**config.mk**
```make
export PLATFORM = sky130hd
export DESIGN_NAME = pirq_router
export DESIGN_NICKNAME = d
export VERILOG_FILES = /design/src/rtl/pirq_pkg.sv /design/src/rtl/pirq_swizzle.sv /design/src/rtl/pirq_route_regs.sv /design/src/rtl/pirq_merge.sv /design/src/rtl/pirq_router.sv
export SDC_FILE = /design/constraint.sdc
export NUM_CORES = 1
export LEC_CHECK = 0
export ABC_AREA = 0
export BUFFER_PORTS_ARGS = -buffer_cell sky130_fd_sc_hd__buf_2
export CAP_MARGIN = 0
export CORE_MARGIN = 2
export CORE_UTILIZATION = 54
export DETAILED_ROUTE_END_ITERATION = 10
export PLACE_DENSITY_LB_ADDON = 0.12
export SYNTH_ARGS = -nofsm -noshare
export SYNTH_HDL_FRONTEND = slang
export SYNTH_SLANG_ARGS = --single-unit
export TNS_END_PERCENT = 30
```
**constraint.sdc**
```tcl
create_clock -name clk -period 2 [get_ports clk]
set_clock_uncertainty 0.1 [all_clocks]
set_input_delay 0.5 -clock clk [delete_from_list [all_inputs] [get_ports clk]]
set_output_delay 0.5 -clock clk [all_outputs]
set_load 0.005 [all_outputs]
```
**src/rtl/pirq_pkg.sv**
```systemverilog
package pirq_pkg;

   localparam int unsigned PINS_PER_DEV = 4;

   // Shared line reached by pin 'pin' of the device at 'devfn'
   function automatic int unsigned line_of(input int unsigned devfn,
                                           input int unsigned pin,
                                           input int unsigned n_lines);
      int unsigned slot;
      slot = devfn >> 3;
      return (pin + slot + n_lines - 1) % n_lines;
   endfunction

   // Mask of a device's pins that rotate onto line 'ln'
   function automatic logic [PINS_PER_DEV-1:0] pin_mask(input int unsigned devfn,
                                                        input int unsigned ln,
                                                        input int unsigned n_lines);
      logic [PINS_PER_DEV-1:0] m;
      m = '0;
      for (int unsigned p = 0; p < PINS_PER_DEV; p++)
         if (line_of(devfn, p, n_lines) == ln) m[p] = 1'b1;
      return m;
   endfunction

endpackage

```
**src/rtl/pirq_swizzle.sv**
```systemverilog
module pirq_swizzle
   import pirq_pkg::*;
#(
   parameter int unsigned N_DEV      = 4,
   parameter int unsigned N_LINES    = 4,
   parameter logic [N_DEV*8-1:0] DEVFN_LIST = '0
)(
   input  logic                          clk,
   input  logic                          rst_n,
   input  logic [N_DEV*PINS_PER_DEV-1:0] dev_req,
   output logic [N_LINES-1:0]            line_lvl
);

   localparam int unsigned REQ_W = N_DEV * PINS_PER_DEV;

   initial begin
      if (N_DEV < 1)   $error("pirq_swizzle: N_DEV must be at least 1");
      if (N_LINES < 2) $error("pirq_swizzle: N_LINES must be at least 2");
   end

   logic [N_LINES-1:0] contrib [N_DEV];
   logic [N_LINES-1:0] line_next;

   for (genvar d = 0; d < N_DEV; d++) begin : g_dev
      localparam int unsigned DEVFN = int'(DEVFN_LIST[d*8 +: 8]);
      for (genvar l = 0; l < N_LINES; l++) begin : g_line
         localparam logic [PINS_PER_DEV-1:0] MASK = pin_mask(DEVFN, l, N_LINES);
         assign contrib[d][l] = |(dev_req[d*PINS_PER_DEV +: PINS_PER_DEV] & MASK);
      end
   end

   always_comb begin
      line_next = '0;
      for (int d = 0; d < int'(N_DEV); d++)
         line_next = line_next | contrib[d];
   end

   always_ff @(posedge clk or negedge rst_n) begin
      if (!rst_n) line_lvl <= '0;
      else        line_lvl <= line_next;
   end

   AST_LINE_NEEDS_PIN: assert property (@(posedge clk) disable iff (!rst_n)
      (line_lvl != '0) |-> ($past(dev_req) != {REQ_W{1'b0}}));

endmodule

```
**src/rtl/pirq_route_regs.sv**
```systemverilog
module pirq_route_regs #(
   parameter int unsigned N_LINES     = 4,
   parameter int unsigned ROUTE_W     = 8,
   parameter logic [ROUTE_W-1:0] RESET_ROUTE = 8'h80
)(
   input  logic                        clk,
   input  logic                        rst_n,
   input  logic                        wr_en,
   input  logic [$clog2(N_LINES)-1:0]  wr_idx,
   input  logic [ROUTE_W-1:0]          wr_data,
   output logic [N_LINES*ROUTE_W-1:0]  route_flat
);

   localparam int unsigned IDX_W = $clog2(N_LINES);

   initial begin
      if (ROUTE_W < 1 || ROUTE_W > 16) $error("pirq_route_regs: ROUTE_W out of range");
   end

   for (genvar l = 0; l < N_LINES; l++) begin : g_reg
      localparam logic [IDX_W-1:0] MY_IDX = IDX_W'(l);
      always_ff @(posedge clk or negedge rst_n) begin
         if (!rst_n)
            route_flat[l*ROUTE_W +: ROUTE_W] <= RESET_ROUTE;
         else if (wr_en && wr_idx == MY_IDX)
            route_flat[l*ROUTE_W +: ROUTE_W] <= wr_data;
      end
   end

   AST_WRITE_LANDS: assert property (@(posedge clk) disable iff (!rst_n)
      (wr_en && (int'(wr_idx) < int'(N_LINES))) |=>
      (route_flat[$past(wr_idx)*ROUTE_W +: ROUTE_W] == $past(wr_data)));

endmodule

```
**src/rtl/pirq_merge.sv**
```systemverilog
module pirq_merge #(
   parameter int unsigned N_LINES      = 4,
   parameter int unsigned ROUTE_W      = 8,
   parameter int unsigned N_IRQ        = 16,
   parameter bit          REGISTER_OUT = 1'b1
)(
   input  logic                       clk,
   input  logic                       rst_n,
   input  logic [N_LINES-1:0]         line_lvl,
   input  logic [N_LINES*ROUTE_W-1:0] route_flat,
   output logic [N_IRQ-1:0]           irq_out
);

   initial begin
      if (N_IRQ < 1 || N_IRQ > (1 << ROUTE_W))
         $error("pirq_merge: N_IRQ must fit the steering value width");
   end

   logic [N_IRQ-1:0] hit;
   logic [N_IRQ-1:0] sel_mask;

   for (genvar i = 0; i < N_IRQ; i++) begin : g_irq
      localparam logic [ROUTE_W-1:0] MY_NUM = ROUTE_W'(i);
      logic [N_LINES-1:0] match;
      for (genvar l = 0; l < N_LINES; l++) begin : g_ln
         assign match[l] = (route_flat[l*ROUTE_W +: ROUTE_W] == MY_NUM);
      end
      assign sel_mask[i] = |match;
      assign hit[i]      = |(match & line_lvl);
   end

   if (REGISTER_OUT) begin : g_reg_out
      always_ff @(posedge clk or negedge rst_n) begin
         if (!rst_n) irq_out <= '0;
         else        irq_out <= hit;
      end

      AST_ONLY_SELECTED: assert property (@(posedge clk) disable iff (!rst_n)
         (irq_out & ~$past(sel_mask)) == '0);
      AST_UNROUTED_QUIET: assert property (@(posedge clk) disable iff (!rst_n)
         ($past(sel_mask) == '0) |-> (irq_out == '0));
      AST_SOURCE_PRESENT: assert property (@(posedge clk) disable iff (!rst_n)
         (irq_out != '0) |-> ($past(line_lvl) != '0));
      AST_FANIN_BOUND: assert property (@(posedge clk) disable iff (!rst_n)
         $countones(irq_out) <= N_LINES);
   end else begin : g_comb_out
      assign irq_out = hit;
   end

endmodule

```
**src/rtl/pirq_router.sv**
```systemverilog
module pirq_router
   import pirq_pkg::*;
#(
   parameter int unsigned N_DEV        = 4,
   parameter int unsigned N_LINES      = 4,
   parameter int unsigned N_IRQ        = 16,
   parameter int unsigned ROUTE_W      = 8,
   parameter logic [ROUTE_W-1:0] RESET_ROUTE = 8'h80,
   parameter bit          REGISTER_OUT = 1'b1,
   parameter logic [N_DEV*8-1:0] DEVFN_LIST = {8'h20, 8'h18, 8'h10, 8'h08}
)(
   input  logic                          clk,
   input  logic                          rst_n,
   input  logic [N_DEV*4-1:0]            dev_req,
   input  logic                          cfg_wr_en,
   input  logic [$clog2(N_LINES)-1:0]    cfg_wr_idx,
   input  logic [ROUTE_W-1:0]            cfg_wr_data,
   output logic [N_IRQ-1:0]              irq_out
);

   initial begin
      if (PINS_PER_DEV != 4) $error("pirq_router: four pins per device expected");
      if (RESET_ROUTE < ROUTE_W'(N_IRQ))
         $error("pirq_router: reset steering value must leave lines disconnected");
   end

   logic [N_LINES-1:0]         line_lvl;
   logic [N_LINES*ROUTE_W-1:0] route_flat;

   pirq_swizzle #(
      .N_DEV      (N_DEV),
      .N_LINES    (N_LINES),
      .DEVFN_LIST (DEVFN_LIST)
   ) i_swizzle (
      .clk      (clk),
      .rst_n    (rst_n),
      .dev_req  (dev_req),
      .line_lvl (line_lvl)
   );

   pirq_route_regs #(
      .N_LINES     (N_LINES),
      .ROUTE_W     (ROUTE_W),
      .RESET_ROUTE (RESET_ROUTE)
   ) i_route_regs (
      .clk        (clk),
      .rst_n      (rst_n),
      .wr_en      (cfg_wr_en),
      .wr_idx     (cfg_wr_idx),
      .wr_data    (cfg_wr_data),
      .route_flat (route_flat)
   );

   pirq_merge #(
      .N_LINES      (N_LINES),
      .ROUTE_W      (ROUTE_W),
      .N_IRQ        (N_IRQ),
      .REGISTER_OUT (REGISTER_OUT)
   ) i_merge (
      .clk        (clk),
      .rst_n      (rst_n),
      .line_lvl   (line_lvl),
      .route_flat (route_flat),
      .irq_out    (irq_out)
   );

   AST_RESET_SILENT: assert property (@(posedge clk) disable iff (!rst_n)
      $rose(rst_n) |-> (irq_out == '0));

endmodule

```
==> results.yml <==
clocking:
  clock-sinks: 52
  cts-resized-gates: 0
  numCtsBuffers: 5
  path_clk_slew_ns: 0.09
  holdBufCountCts: 0
  clk_latency_ns: 0.30
  cts_tree: "built"
  cts_buffer_depth: 2
  h-tree-depth: 2
  post_cts_buffers: 0
  root_buffer: "clkbuf_8"
power:
  power_density_nw_per_um2: 864
  irDropWorstVdd_mv: 0.667
  leakage_uw: 0.00125
floorplanning:
  dieWidth_um: 69.7
  die_y_um: 69.7
  fp.coreArea_um2: 4090
  initial_core_util_pct: 57.1
  dieArea_um2: 4860
  io_pins: 45
  num_rows: 23
timing:
  rsz0062_at_grt: "no"
  maxSlewHeadroom_pct: 64.8
  min_period_over_period_pct: 94.2
  slew_violations: 0
  worst_pin_slew_ns: 0.524
  period_minus_slack_ns: 1.88
  clock.fmax_mhz: 531
  finalSetupTns_ns: 0
  setup_viol: 0
  timing.final.hold_violations: 0
global_route:
  grt_use_total_pct: 23.7
  grt_max_degree: 53
  antenna_found_initial: 0
  grt_pass1_vias: 1835
  grt_first_pass_wirelength_um: 8980
  grt_overflow: 0
placement:
  dp_hpwl_um: 4190
  place_area_um2: 2690
  place.gp.congestion: 0.922
  io_buffer_count: 44
hold_path:
  hp-class: "input port to asynchronous set/reset pin"
worst_setup_path:
  cp_max_fo: 4
  critPathLaunchType: "flop"
  cp.arrival_ns: 2.03
  cp-end-kind: "flop"
  crit_required_ns: 2.15
  crit_type: "flop to flop"
logic_synthesis:
  synth_nets: 210
  yosys.area.top_type: "dfrtp_1"
  synth_area_leaders: "dfrtp_1, mux2_2, dfstp_2, o221ai_1, a22oi_1"
  synth_area_per_cell_um2: 12.9
  ys_seq_area_share_pct: 56.0
  synth.distinct_cells: 26
  synthCells: 181
  synth-seq-cells: 52
  synth_top_area_share_pct: 51.5
  synth_area_um2: 2330
  ys_warn_count: 0
outcome:
  status: "finished clean"
route:
  initialDrtViolationCount: 90
  final_antenna_net_count: 0
  routedWlPerCell_um: 18.3
  vias: 1766
  via_per_inst: 6.07
  drt-pass1-iter-count: 4
  wl_um: 5330
  drc: 0
final_layout:
  final_net_count: 269
  drive_gt1_share_pct: 42.7
  area_growth_pct: 19.4
  final_common_cell: "dfrtp_1"
  final_area_um2: 2790
  layout_common_cells: "dfrtp_1, buf_2, mux2_2"
  n_antenna_cell: 0
run:
  cap_violations: 0
## metrics by stage
stage	std cells	utilization [%]	power [uW]	hold slack, ns	worst slack, ns
floorplan	181	-	1600	0.104	0.275
CTS	291	68.2	2420	0.0818	0.166
detailed placement	283	65.8	1810	0.396	0.193
global placement	283	65.8	1770	0.389	0.215
global route	291	68.2	2520	0.0979	0.0400
finish	291	68.2	2410	0.0572	0.115
## sequential cells by signal, summed over array words and instances (netlist names)
signal                   cells
i_swizzle.line_lvl           4
i_merge.irq_out             16
i_route_regs.route_flat     32
## synthesized netlist by cell type, drive strengths merged
cell type and number:
or4 6, dfrtp 48, nor3 10, nor3b 7
and3b 2, a22oi 12, nand3b 2, o22ai 2
nand3 5, o22a 1, o32ai 2, nand4b 4
nor2 6, or3 6, o221ai 11, nand4 2
nand2b 4, inv 4, dfstp 4, and3 2
mux2 32, nor2b 2, nand2 7
## area by class of cell
class	count	area [um2]
Multi-Input combinational cell	125	1010
Sequential cell	52	1310
Timing Repair Buffer	52	293
Tap cell	50	62.6
Clock inverter	3	27.5
Clock buffer	5	68.8
Inverter	4	15.0
Fill cell	314	1300
## worst max-delay path: stages, from the launching register on
cell and delay [ns]:
dfrtp_1 0.40, nor3_1 0.47, nand4b_1 0.39, nor3_1 0.31
or3_1 0.15
## per-layer routing
layer	vias up	wire length, um	track usage [%]
met5	-	0	0
met4	0	63	9.62
met3	7	226	3.78
met2	53	2850	42.5
li1	826	-	-
met1	880	2190	28.4
## report_power, final
| part | total, uW | switching (uW) | internal (uW) |
|---|---|---|---|
| Clock | 617 | 359 | 257 |
| Combinational | 444 | 220 | 224 |
| Sequential | 1340 | 141 | 1200 |
## cell families after synthesis
family,share of synthesized area [%]
DFF,56.0
AOI/OAI and AO/OA,10.3
and+or+nand+nor,17.6
buffers and inverters,0.643
muxes,15.4
## worst paths after layout
| kind | start | to | slack, ns | cells past startpoint |
|---|---|---|---|---|
| worst max-delay path | i_route_regs.route_flat[29]$_DFFE_PN0P_ | i_merge.irq_out[8]$_DFF_PN0_ | 0.12 | 4 |
| worst min-delay path | rst_n | i_merge.irq_out[15]$_DFF_PN0_ | 0.06 | 2 |
| worst max register to register | i_route_regs.route_flat[29]$_DFFE_PN0P_ | i_merge.irq_out[8]$_DFF_PN0_ | 0.12 | 4 |
| worst min register to register | i_route_regs.route_flat[14]$_DFFE_PN0P_ | i_route_regs.route_flat[14]$_DFFE_PN0P_ | 0.42 | 1 |
| max in group asynchronous | rst_n | i_route_regs.route_flat[15]$_DFFE_PN1P_ | 1.44 | 2 |
| min in group clk | dev_req[1] | i_swizzle.line_lvl[1]$_DFF_PN0_ | 0.28 | 2 |
(Power assumes the default switching activity.)
